`src/rtl/nwt_pkg.sv`:
```
package nwt_pkg;

    typedef enum logic [3:0] {
        ST_IDLE,
        ST_SEL,
        ST_ADDR,
        ST_SIZE,
        ST_DATA,
        ST_TAR_H,
        ST_TAR_T,
        ST_SYNC,
        ST_TAR_E,
        ST_WAIT
    } nwt_state_e;

endpackage

```
`src/rtl/nwt_addr_shift.sv`:
```
module nwt_addr_shift #(
    parameter int NIB_W = 4,
    parameter int NIBS  = 7,
    localparam int AW   = NIB_W * NIBS
) (
    input  logic             clk,
    input  logic             rst_n,
    input  logic             shift_en,
    input  logic [NIB_W-1:0] nib,
    output logic [AW-1:0]    addr
);

    logic [AW-1:0] addr_d, addr_q;

    // Most significant nibble arrives first: shift toward the top.
    always_comb begin
        addr_d = addr_q;
        if (shift_en) begin
            addr_d = {addr_q[AW-NIB_W-1:0], nib};
        end
    end

    always_ff @(posedge clk or negedge rst_n) begin
        if (!rst_n) begin
            addr_q <= '0;
        end else begin
            addr_q <= addr_d;
        end
    end

    assign addr = addr_q;

endmodule

```
`src/rtl/nwt_data_slots.sv`:
```
module nwt_data_slots #(
    parameter int NIB_W  = 4,
    parameter int NIBS   = 2,
    localparam int DW    = NIB_W * NIBS,
    localparam int SEL_W = (NIBS > 1) ? $clog2(NIBS) : 1
) (
    input  logic             clk,
    input  logic             rst_n,
    input  logic             load_en,
    input  logic [SEL_W-1:0] slot,
    input  logic [NIB_W-1:0] nib,
    output logic [DW-1:0]    data
);

    // Slot 0 is the least significant nibble and is filled first.
    for (genvar i = 0; i < NIBS; i++) begin : g_slot
        logic [NIB_W-1:0] slot_d, slot_q;

        always_comb begin
            slot_d = slot_q;
            if (load_en && (slot == SEL_W'(i))) begin
                slot_d = nib;
            end
        end

        always_ff @(posedge clk or negedge rst_n) begin
            if (!rst_n) begin
                slot_q <= '0;
            end else begin
                slot_q <= slot_d;
            end
        end

        assign data[i*NIB_W +: NIB_W] = slot_q;
    end

endmodule

```
`src/rtl/nwt_bus_drive.sv`:
```
module nwt_bus_drive #(
    parameter int              NIB_W     = 4,
    parameter logic [NIB_W-1:0] SYNC_CODE = '0,
    parameter logic [NIB_W-1:0] TAR_CODE  = '1
) (
    input  logic                  clk,
    input  logic                  rst_n,
    input  nwt_pkg::nwt_state_e   state_d,
    output logic                  drv_oe,
    output logic [NIB_W-1:0]      drv_nib
);
    import nwt_pkg::*;

    typedef struct packed {
        logic             oe;
        logic [NIB_W-1:0] nib;
    } drv_t;

    drv_t drv_d, drv_q;

    // Registered from the next state so the pins change with the state.
    always_comb begin
        drv_d.oe  = 1'b0;
        drv_d.nib = TAR_CODE;
        unique case (state_d)
            ST_TAR_T: drv_d.oe = 1'b1;
            ST_SYNC: begin
                drv_d.oe  = 1'b1;
                drv_d.nib = SYNC_CODE;
            end
            ST_TAR_E: drv_d.oe = 1'b1;
            default: drv_d.oe = 1'b0;
        endcase
    end

    always_ff @(posedge clk or negedge rst_n) begin
        if (!rst_n) begin
            drv_q.oe  <= 1'b0;
            drv_q.nib <= TAR_CODE;
        end else begin
            drv_q <= drv_d;
        end
    end

    assign drv_oe  = drv_q.oe;
    assign drv_nib = drv_q.nib;

endmodule

```
`src/rtl/nwt_write_target.sv`:
```
module nwt_write_target #(
    parameter int               NIB_W      = 4,
    parameter int               ADDR_NIBS  = 7,
    parameter int               DATA_NIBS  = 2,
    parameter logic [NIB_W-1:0] START_CODE = 4'b1110,
    parameter logic [NIB_W-1:0] SIZE_CODE  = 4'b0000,
    parameter logic [NIB_W-1:0] SYNC_CODE  = 4'b0000,
    parameter logic [NIB_W-1:0] TAR_CODE   = 4'b1111,
    localparam int ADDR_W   = NIB_W * ADDR_NIBS,
    localparam int DATA_W   = NIB_W * DATA_NIBS,
    localparam int MAX_NIBS = (ADDR_NIBS > DATA_NIBS) ? ADDR_NIBS : DATA_NIBS,
    localparam int CNT_W    = (MAX_NIBS > 1) ? $clog2(MAX_NIBS) : 1,
    localparam int SLOT_W   = (DATA_NIBS > 1) ? $clog2(DATA_NIBS) : 1
) (
    input  logic              clk,
    input  logic              rst_n,
    input  logic              frame_n,
    input  logic [NIB_W-1:0]  id_strap,
    input  logic [NIB_W-1:0]  bus_in,
    output logic [NIB_W-1:0]  bus_out,
    output logic              bus_oe,
    output logic              wr_valid,
    output logic [ADDR_W-1:0] wr_addr,
    output logic [DATA_W-1:0] wr_data
);
    import nwt_pkg::*;

    typedef struct packed {
        nwt_state_e       state;
        logic [CNT_W-1:0] cnt;
        logic             wr;
    } ctl_t;

    ctl_t ctl_d, ctl_q;
    logic addr_shift;
    logic data_load;
    logic start_seen;

    always_comb begin
        ctl_d      = ctl_q;
        ctl_d.wr   = 1'b0;
        addr_shift = 1'b0;
        data_load  = 1'b0;
        start_seen = !frame_n && (bus_in == START_CODE);
        if (!frame_n) begin
            // Strobe low always restarts decoding, whatever the state.
            ctl_d.state = start_seen ? ST_SEL : ST_IDLE;
            ctl_d.cnt   = '0;
        end else begin
            unique case (ctl_q.state)
                ST_IDLE, ST_WAIT: ctl_d.state = ctl_q.state;
                ST_SEL: begin
                    ctl_d.cnt   = '0;
                    ctl_d.state = (bus_in == id_strap) ? ST_ADDR : ST_WAIT;
                end
                ST_ADDR: begin
                    addr_shift = 1'b1;
                    if (ctl_q.cnt == CNT_W'(ADDR_NIBS - 1)) begin
                        ctl_d.cnt   = '0;
                        ctl_d.state = ST_SIZE;
                    end else begin
                        ctl_d.cnt = ctl_q.cnt + CNT_W'(1);
                    end
                end
                ST_SIZE: begin
                    ctl_d.cnt   = '0;
                    ctl_d.state = (bus_in == SIZE_CODE) ? ST_DATA : ST_WAIT;
                end
                ST_DATA: begin
                    data_load = 1'b1;
                    if (ctl_q.cnt == CNT_W'(DATA_NIBS - 1)) begin
                        ctl_d.cnt   = '0;
                        ctl_d.state = ST_TAR_H;
                    end else begin
                        ctl_d.cnt = ctl_q.cnt + CNT_W'(1);
                    end
                end
                ST_TAR_H: ctl_d.state = ST_TAR_T;
                ST_TAR_T: begin
                    ctl_d.state = ST_SYNC;
                    ctl_d.wr    = 1'b1;
                end
                ST_SYNC:  ctl_d.state = ST_TAR_E;
                ST_TAR_E: ctl_d.state = ST_IDLE;
                default:  ctl_d.state = ST_IDLE;
            endcase
        end
    end

    always_ff @(posedge clk or negedge rst_n) begin
        if (!rst_n) begin
            ctl_q.state <= ST_IDLE;
            ctl_q.cnt   <= '0;
            ctl_q.wr    <= 1'b0;
        end else begin
            ctl_q <= ctl_d;
        end
    end

    nwt_addr_shift #(
        .NIB_W (NIB_W),
        .NIBS  (ADDR_NIBS)
    ) u_addr (
        .clk      (clk),
        .rst_n    (rst_n),
        .shift_en (addr_shift),
        .nib      (bus_in),
        .addr     (wr_addr)
    );

    nwt_data_slots #(
        .NIB_W (NIB_W),
        .NIBS  (DATA_NIBS)
    ) u_data (
        .clk     (clk),
        .rst_n   (rst_n),
        .load_en (data_load),
        .slot    (ctl_q.cnt[SLOT_W-1:0]),
        .nib     (bus_in),
        .data    (wr_data)
    );

    nwt_bus_drive #(
        .NIB_W     (NIB_W),
        .SYNC_CODE (SYNC_CODE),
        .TAR_CODE  (TAR_CODE)
    ) u_drive (
        .clk     (clk),
        .rst_n   (rst_n),
        .state_d (ctl_d.state),
        .drv_oe  (bus_oe),
        .drv_nib (bus_out)
    );

    assign wr_valid = ctl_q.wr;


    oe_owner_only_chk: assert property (@(posedge clk) disable iff (!rst_n)
        bus_oe |-> (ctl_q.state inside {ST_TAR_T, ST_SYNC, ST_TAR_E}));


    host_tar_quiet_chk: assert property (@(posedge clk) disable iff (!rst_n)
        (ctl_q.state == ST_TAR_H) |-> !bus_oe);


    wr_with_sync_chk: assert property (@(posedge clk) disable iff (!rst_n)
        wr_valid |-> (bus_oe && (bus_out == SYNC_CODE)));


    wr_single_pulse_chk: assert property (@(posedge clk) disable iff (!rst_n)
        wr_valid |=> !wr_valid);


    tar_then_release_chk: assert property (@(posedge clk) disable iff (!rst_n)
        (wr_valid && frame_n) |=> (bus_oe && (bus_out == TAR_CODE)));


    bus_release_chk: assert property (@(posedge clk) disable iff (!rst_n)
        ((ctl_q.state == ST_TAR_E) && frame_n) |=> !bus_oe);


    bad_size_wait_chk: assert property (@(posedge clk) disable iff (!rst_n)
        ((ctl_q.state == ST_SIZE) && frame_n && (bus_in != SIZE_CODE))
        |=> ((ctl_q.state == ST_WAIT) && !bus_oe));


    abort_quiet_chk: assert property (@(posedge clk) disable iff (!rst_n)
        !frame_n |=> (!bus_oe && !wr_valid));

endmodule

```
`config.mk`:
```
export PLATFORM = sky130hd
export DESIGN_NAME = nwt_write_target
export DESIGN_NICKNAME = d
export VERILOG_FILES = /design/src/rtl/nwt_pkg.sv /design/src/rtl/nwt_addr_shift.sv /design/src/rtl/nwt_data_slots.sv /design/src/rtl/nwt_bus_drive.sv /design/src/rtl/nwt_write_target.sv
export SDC_FILE = /design/constraint.sdc
export NUM_CORES = 1
export LEC_CHECK = 0
export ABC_AREA = 1
export BUFFER_PORTS_ARGS = -buffer_cell sky130_fd_sc_hd__buf_2
export CAP_MARGIN = 20
export CELL_PAD_IN_SITES_DETAIL_PLACEMENT = 2
export CELL_PAD_IN_SITES_GLOBAL_PLACEMENT = 2
export CORE_MARGIN = 4
export CORE_UTILIZATION = 33
export DETAILED_ROUTE_END_ITERATION = 16
export PLACE_DENSITY = 0.82
export SLEW_MARGIN = 20
export SYNTH_ARGS = -nofsm -noshare
export SYNTH_HDL_FRONTEND = slang
export SYNTH_SLANG_ARGS = --single-unit
```
`constraint.sdc`:
```
create_clock -name clk -period 2 [get_ports clk]
set_clock_uncertainty 0.05 [all_clocks]
set_input_delay 0.3 -clock clk [delete_from_list [all_inputs] [get_ports clk]]
set_output_delay 0.3 -clock clk [all_outputs]
set_load 0.02 [all_outputs]
```
==> flow_summary.json, run 1 <==
{
  "wl_met2_mm": 2.616,
  "portBuffers": 52,
  "area_growth_pct": 19.54,
  "postSynthAreaPerCell_sq_um": 10.58,
  "top_layer_used": "met4",
  "synth_area_leaders": "dfrtp_1, mux2_4, nand2_1",
  "yosys_warnings": 0,
  "die_h_um": 88.26,
  "clk_latency_ns": 0.31,
  "diodes": 0,
  "tns_ns": 0,
  "ys_seq_elements": 46,
  "layout.cells.non_filler": 331,
  "hp-start": "frame_n",
  "synth-seq-area-share_pct": 54.21,
  "synth_edf_count": 0,
  "drive_gt1_share_pct": 34.77,
  "critical_path_class": "reg -> reg",
  "min_path_cells": 2,
  "drtAntennaViolNets": 0,
  "nFillCells": 689,
  "r2r_slack_ns": 0.36,
  "ctsResizeCount": 0,
  "dpl.cell_count": 322,
  "drt_wl_total_mm": 5.533,
  "drc": 0,
  "grt_pass1_wl_mm": 8.963,
  "r2r-end": "u_addr.addr[27]",
  "clockBufferDepth": 2,
  "cts_buffers": 5,
  "clk_pin_slew_ns": 0.09,
  "wl_met3_um": 325,
  "rsz0062_at_grt": "false",
  "synth_nets": 212,
  "ir_drop_v": 0.0002967,
  "whs_ns": 0.2733,
  "cts_sinks": 46,
  "synth_top_area_share_pct": 52.97,
  "p_leak_uw": 0.001470,
  "grt_pass1_vias": 1741,
  "hp-class": "in -> reg",
  "antenna_found_initial": 0,
  "synth_area_sq_um": 2126,
  "wl_per_cell_um": 16.72,
  "relSlewSlack_pct": 62.09,
  "drv_slew": 0,
  "fmax_ghz": 0.6105,
  "rows": 28,
  "die_x_um": 88.26,
  "yosys_most_used_dff": "dfrtp_1",
  "cap_violations": 0,
  "power.density_nw_per_um2": 720.8,
  "hold_end": "u_drive.drv_nib[2]",
  "fin_nets": 266,
  "setup_violations": 0,
  "grt_max_degree": 33,
  "synth.largest_area_cell": "dfrtp_1",
  "cts_tree": "built",
  "gp_congestion": 0.8825,
  "initial_core_util_pct": 34.87,
  "worst-r2r-cell-count": 5,
  "crit_fanout": 32,
  "track_usage_pct": 15.31,
  "netlist_instances": 201,
  "finalPower_uw": 1832,
  "vias": 1621,
  "ys_types": 22,
  "cp-end-kind": "flop",
  "grt_overflow": 0,
  "die-area_sq_um": 7790,
  "min_period_ns": 1.638,
  "outcome": "complete, no violations",
  "required_ns": 2.15,
  "async_flop_share_pct": 100.0,
  "clock-root-buffer": "clkbuf_8",
  "drtIter0Drc": 70,
  "start_kind": "flop",
  "tightest_slew_ns": 0.5687,
  "fin_crit_sh_pct": 81.89,
  "wl_met1_mm": 2.502,
  "cts_max_level": 2,
  "finalHoldViolCount": 0,
  "ios": 53,
  "first_pass_iters": 4,
  "crit_arrival_ns": 1.79,
  "reg2reg_from": "ctl_q[4]",
  "avgViaCountPerCell": 4.897,
  "dp_hpwl_mm": 4.181,
  "core_sq_um": 6096
}
-- cell usage after synthesis (2+ instances only) --
cell type,count
a21oi_1,4
buf_12,2
buf_4,3
dfrtp_1,45
inv_1,20
mux2_2,2
mux2_4,22
nand2_1,43
nand3_1,10
nand4_1,4
nor2_1,18
nor3_1,2
o21ai_0,17
-- routing by layer --
layer	vias to the layer above	global-route usage, %
met5	-	0
met4	0	5.769
met3	8	3.445
met2	45	25.70
met1	813	19.26
li1	755	-
-- area by class of cell --
class / count / area [sq um] / area share, %
Clock buffer: 6 / 72.57 / 2.856
Inverter: 21 / 78.83 / 3.102
Tap cell: 75 / 93.84 / 3.693
Sequential cell: 46 / 1152 / 45.35
Multi-Input combinational cell: 127 / 815.8 / 32.10
Timing Repair Buffer: 54 / 290.3 / 11.42
Clock inverter: 2 / 37.54 / 1.477
-- through the flow --
step	worst slack (ns)	utilization, %	area (sq um)
floorplan	0.6063	-	2126
global placement	0.4056	39.72	2421
detailed placement	0.3477	39.72	2421
CTS	0.3361	41.69	2541
global route	0.2290	41.69	2541
finish	0.3621	41.69	2541
-- power breakdown --
| group | switching (uW) | internal [uW] | total (uW) |
|---|---|---|---|
| clock network | 330 | 373 | 703 |
| registers | 23.8 | 952 | 976 |
| logic | 103 | 49.2 | 153 |
| total | 457 | 1370 | 1830 |
-- critical path: stages, from the launching register on --
cell and delay [ns]:
dfrtp_1 0.43, inv_1 0.11, nand2_2 0.08, nor2_4 0.15
nand2_4 0.29, mux2_4 0.41
-- cells by family after synthesis --
group	count (synthesis)	synth area share [%]
AND/OR/NAND/NOR	80	16.13
XOR/XNOR	1	0.4121
multiplexers	24	16.60
flip-flops	46	54.21
AO/OA/AOI/OAI	22	5.239
buffers and inverters	28	7.416
-- layout by cell type, fill, tap and decap left out, drive strengths merged --
cell type,synthesis,layout
buf,7,53
dfrtp,45,45
nand2,45,45
mux2,24,24
inv,21,21
nor2,19,19
o21ai,17,17
nand3,10,10
clkbuf,0,6
a21oi,4,4
nand4,4,4
nor3,2,2
a31oi,1,1
xor2,1,1
bufinv,0,1
clkinvlp,0,1
dlygate4sd3,0,1
dfstp,1,1
-- sequential cells by signal, summed over array words and instances, names as in the netlist --
signal / flops
u_addr.addr: 28
wr_valid: 1
u_drive.drv_oe: 1
ctl_q: 7
u_drive.drv_nib: 1
u_data.g_slot.slot_q: 8
-- worst max-delay path by stage --
| stage | slack (ns) | depth (start not counted) | from | endpoint |
|---|---|---|---|---|
| after detailed placement | 0.35 | 5 | ctl_q[4] | u_addr.addr[27] |
| after CTS | 0.34 | 5 | ctl_q[4] | u_addr.addr[27] |
| after global placement | 0.41 | 5 | ctl_q[4] | u_addr.addr[16] |
| after floorplan | 0.61 | 6 | ctl_q[7] | u_addr.addr[10] |
| after global routing | 0.23 | 6 | ctl_q[6] | u_data.g_slot[1].slot_q[0] |
| final | 0.36 | 5 | ctl_q[4] | u_addr.addr[27] |
-- timing repair --
action	CTS	global route
endpoints found under the hold margin	22	0
hold buffers	1	0
buffers inserted	0	0
Note: power is estimated with default switching activity, not from simulation.
==> run 2, diff against run 1 <==
--- a/config.mk
+++ b/config.mk
@@ -11,9 +11,9 @@
 export CELL_PAD_IN_SITES_DETAIL_PLACEMENT = 2
 export CELL_PAD_IN_SITES_GLOBAL_PLACEMENT = 2
 export CORE_MARGIN = 4
-export CORE_UTILIZATION = 33
+export CORE_UTILIZATION = 29
 export DETAILED_ROUTE_END_ITERATION = 16
-export PLACE_DENSITY = 0.82
+export PLACE_DENSITY = 0.77
 export SLEW_MARGIN = 20
 export SYNTH_ARGS = -nofsm -noshare
 export SYNTH_HDL_FRONTEND = slang
==> constraint.sdc (replaced) <==
create_clock -name clk -period 1.5 [get_ports clk]
set_clock_uncertainty 0.05 [all_clocks]
set_input_delay 0.225 -clock clk [delete_from_list [all_inputs] [get_ports clk]]
set_output_delay 0.225 -clock clk [all_outputs]
set_load 0.02 [all_outputs]
==> run 2 against run 1 <==
Effect of this change:
- the run now ends with setup timing left
- sequential cell count did not move
- sequential share of layout area fell by 4.3 points
- register-to-register slack got worse by 0.41 ns
- count of clock-buffer cells in the layout fell by 1
- worst setup slack got worse by 0.41 ns
- via count rose by 6.7%
- critical path type unchanged
- largest cell class unchanged
==> flow_summary.json, run 2 (same netlist as run 1, synthesis figures left out) <==
{
  "first_pass_iters": 4,
  "wl_met2_mm": 3.281,
  "wl_per_cell_um": 17.70,
  "p_leak_uw": 0.001605,
  "die-area_sq_um": 8764,
  "worst-r2r-cell-count": 8,
  "crit_arrival_ns": 1.73,
  "wl_met1_mm": 2.916,
  "hp-class": "in -> reg",
  "fin_crit_sh_pct": 103.5,
  "min_path_cells": 2,
  "seq_area_sq_um": 1156,
  "grt_pass1_wl_mm": 9.839,
  "r2r-end": "ctl_q[2]",
  "drive_gt1_share_pct": 47.10,
  "min_period_ns": 1.553,
  "outcome": "complete, but fails checks",
  "clockBufferDepth": 2,
  "nFillCells": 754,
  "clk_pin_slew_ns": 0.10,
  "rows": 30,
  "die_x_um": 93.62,
  "finalPower_uw": 2516,
  "wl_met3_um": 343,
  "gp_congestion": 0.7552,
  "ios": 53,
  "drc": 0,
  "cap_violations": 0,
  "place_ws_ns": -0.04499,
  "clk_latency_ns": 0.30,
  "vias": 1730,
  "fin_nets": 286,
  "tightest_slew_ns": 0.3316,
  "hold_end": "u_drive.drv_nib[2]",
  "largest_register_ffs": 28,
  "cts_tree": "built",
  "tns_ns": -0.5184,
  "power.density_nw_per_um2": 892.5,
  "cts_sinks": 46,
  "die_h_um": 93.62,
  "drtIter0Drc": 42,
  "drt_wl_total_mm": 6.586,
  "core_sq_um": 6944,
  "multiInputGateArea_sq_um": 874.6,
  "r2r_slack_ns": -0.05,
  "grt_overflow": 0,
  "violations": "setup timing",
  "top_layer_used": "met4",
  "avgViaCountPerCell": 4.651,
  "drv_slew": 0,
  "area_growth_pct": 32.61,
  "portBuffers": 52,
  "cp-end-kind": "flop",
  "hp-start": "frame_n",
  "relSlewSlack_pct": 77.90,
  "rsz0062_at_grt": "true",
  "fmax_ghz": 0.6440,
  "fin_area_sq_um": 2819,
  "setup_violations": 26,
  "crit_fanout": 6,
  "cts_max_level": 2,
  "placed_area_sq_um": 2522,
  "initial_core_util_pct": 30.61,
  "grt_max_degree": 33,
  "final_common_cell": "buf_2",
  "setup_ws_ns": -0.05268,
  "critPathLaunch": "ctl_q[7]",
  "track_usage_pct": 14.20,
  "critical_path_class": "reg -> reg",
  "whs_ns": 0.2031,
  "clock-root-buffer": "clkbuf_8",
  "start_kind": "flop",
  "finalHoldViolCount": 0,
  "antenna_found_initial": 0,
  "diodes": 0,
  "drtAntennaViolNets": 0,
  "grt_pass1_vias": 1907,
  "ir_drop_v": 0.0002975,
  "cts_buffers": 5,
  "reg2reg_from": "ctl_q[7]",
  "final_cell_mix": "buf_2, dfrtp_1, nand2_1",
  "required_ns": 1.67,
  "dp_hpwl_mm": 4.598
}
==> run 2: cell count changes in the layout (fill, tap and decap cells not counted), sizes merged <==
| cell | delta |
|---|---|
| clkinvlp | -1 |
| clkinv | +1 |
| buf | +19 |
| inv | +1 |
==> run 2: final cells by class <==
type                            instances  share of cell area (%)
Tap cell                               96                   4.261
Multi-Input combinational cell        127                   31.03
Timing Repair Buffer                   74                   16.82
Clock buffer                            5                   2.441
Inverter                               21                   2.885
Clock inverter                          3                   1.553
Sequential cell                        46                   41.01
==> run 2: repair_timing <==
item                                   4_1_cts  5_1_grt
pin swaps                                    1        5
endpoints found under the hold margin       12        0
setup endpoints to repair                   13       29
hold buffers                                 1        0
buffers inserted                             4        5
resized for setup                            6       26
cloned                                       0        1
==> run 2: where the power goes <==
group,internal (uW),switching [uW]
combinational,85.0,159
clock,500,466
sequential,1270,34.9
==> run 2: per-layer routing <==
layer  up-vias  track usage [%]
met2        51            24.42
met5         -                0
met3         5            3.620
li1        800                -
met4         0            3.249
met1       874            17.88
==> run 2: critical path, stage by stage, from the launching register on <==
cell and delay, ns:
dfrtp_2 0.46, nor2_4 0.13, inv_2 0.06, nor2_4 0.14, buf_6 0.13, inv_4 0.03
nand4_1 0.19, nand4_1 0.16, o21ai_1 0.13
==> run 2: through the flow <==
stage | util [%] | instances
CTS | 38.68 | 366
global route | 40.59 | 372
finish | 40.59 | 372
detailed placement | 36.32 | 353
floorplan | - | 201
global placement | 36.32 | 353
==> run 2: how the worst max path moves through the flow <==
stage,end
detailed placement,u_data.g_slot[1].slot_q[1]
finish,ctl_q[2]
floorplan,u_addr.addr[10]
global route,ctl_q[2]
global placement,u_data.g_slot[1].slot_q[1]
CTS,u_data.g_slot[0].slot_q[2]
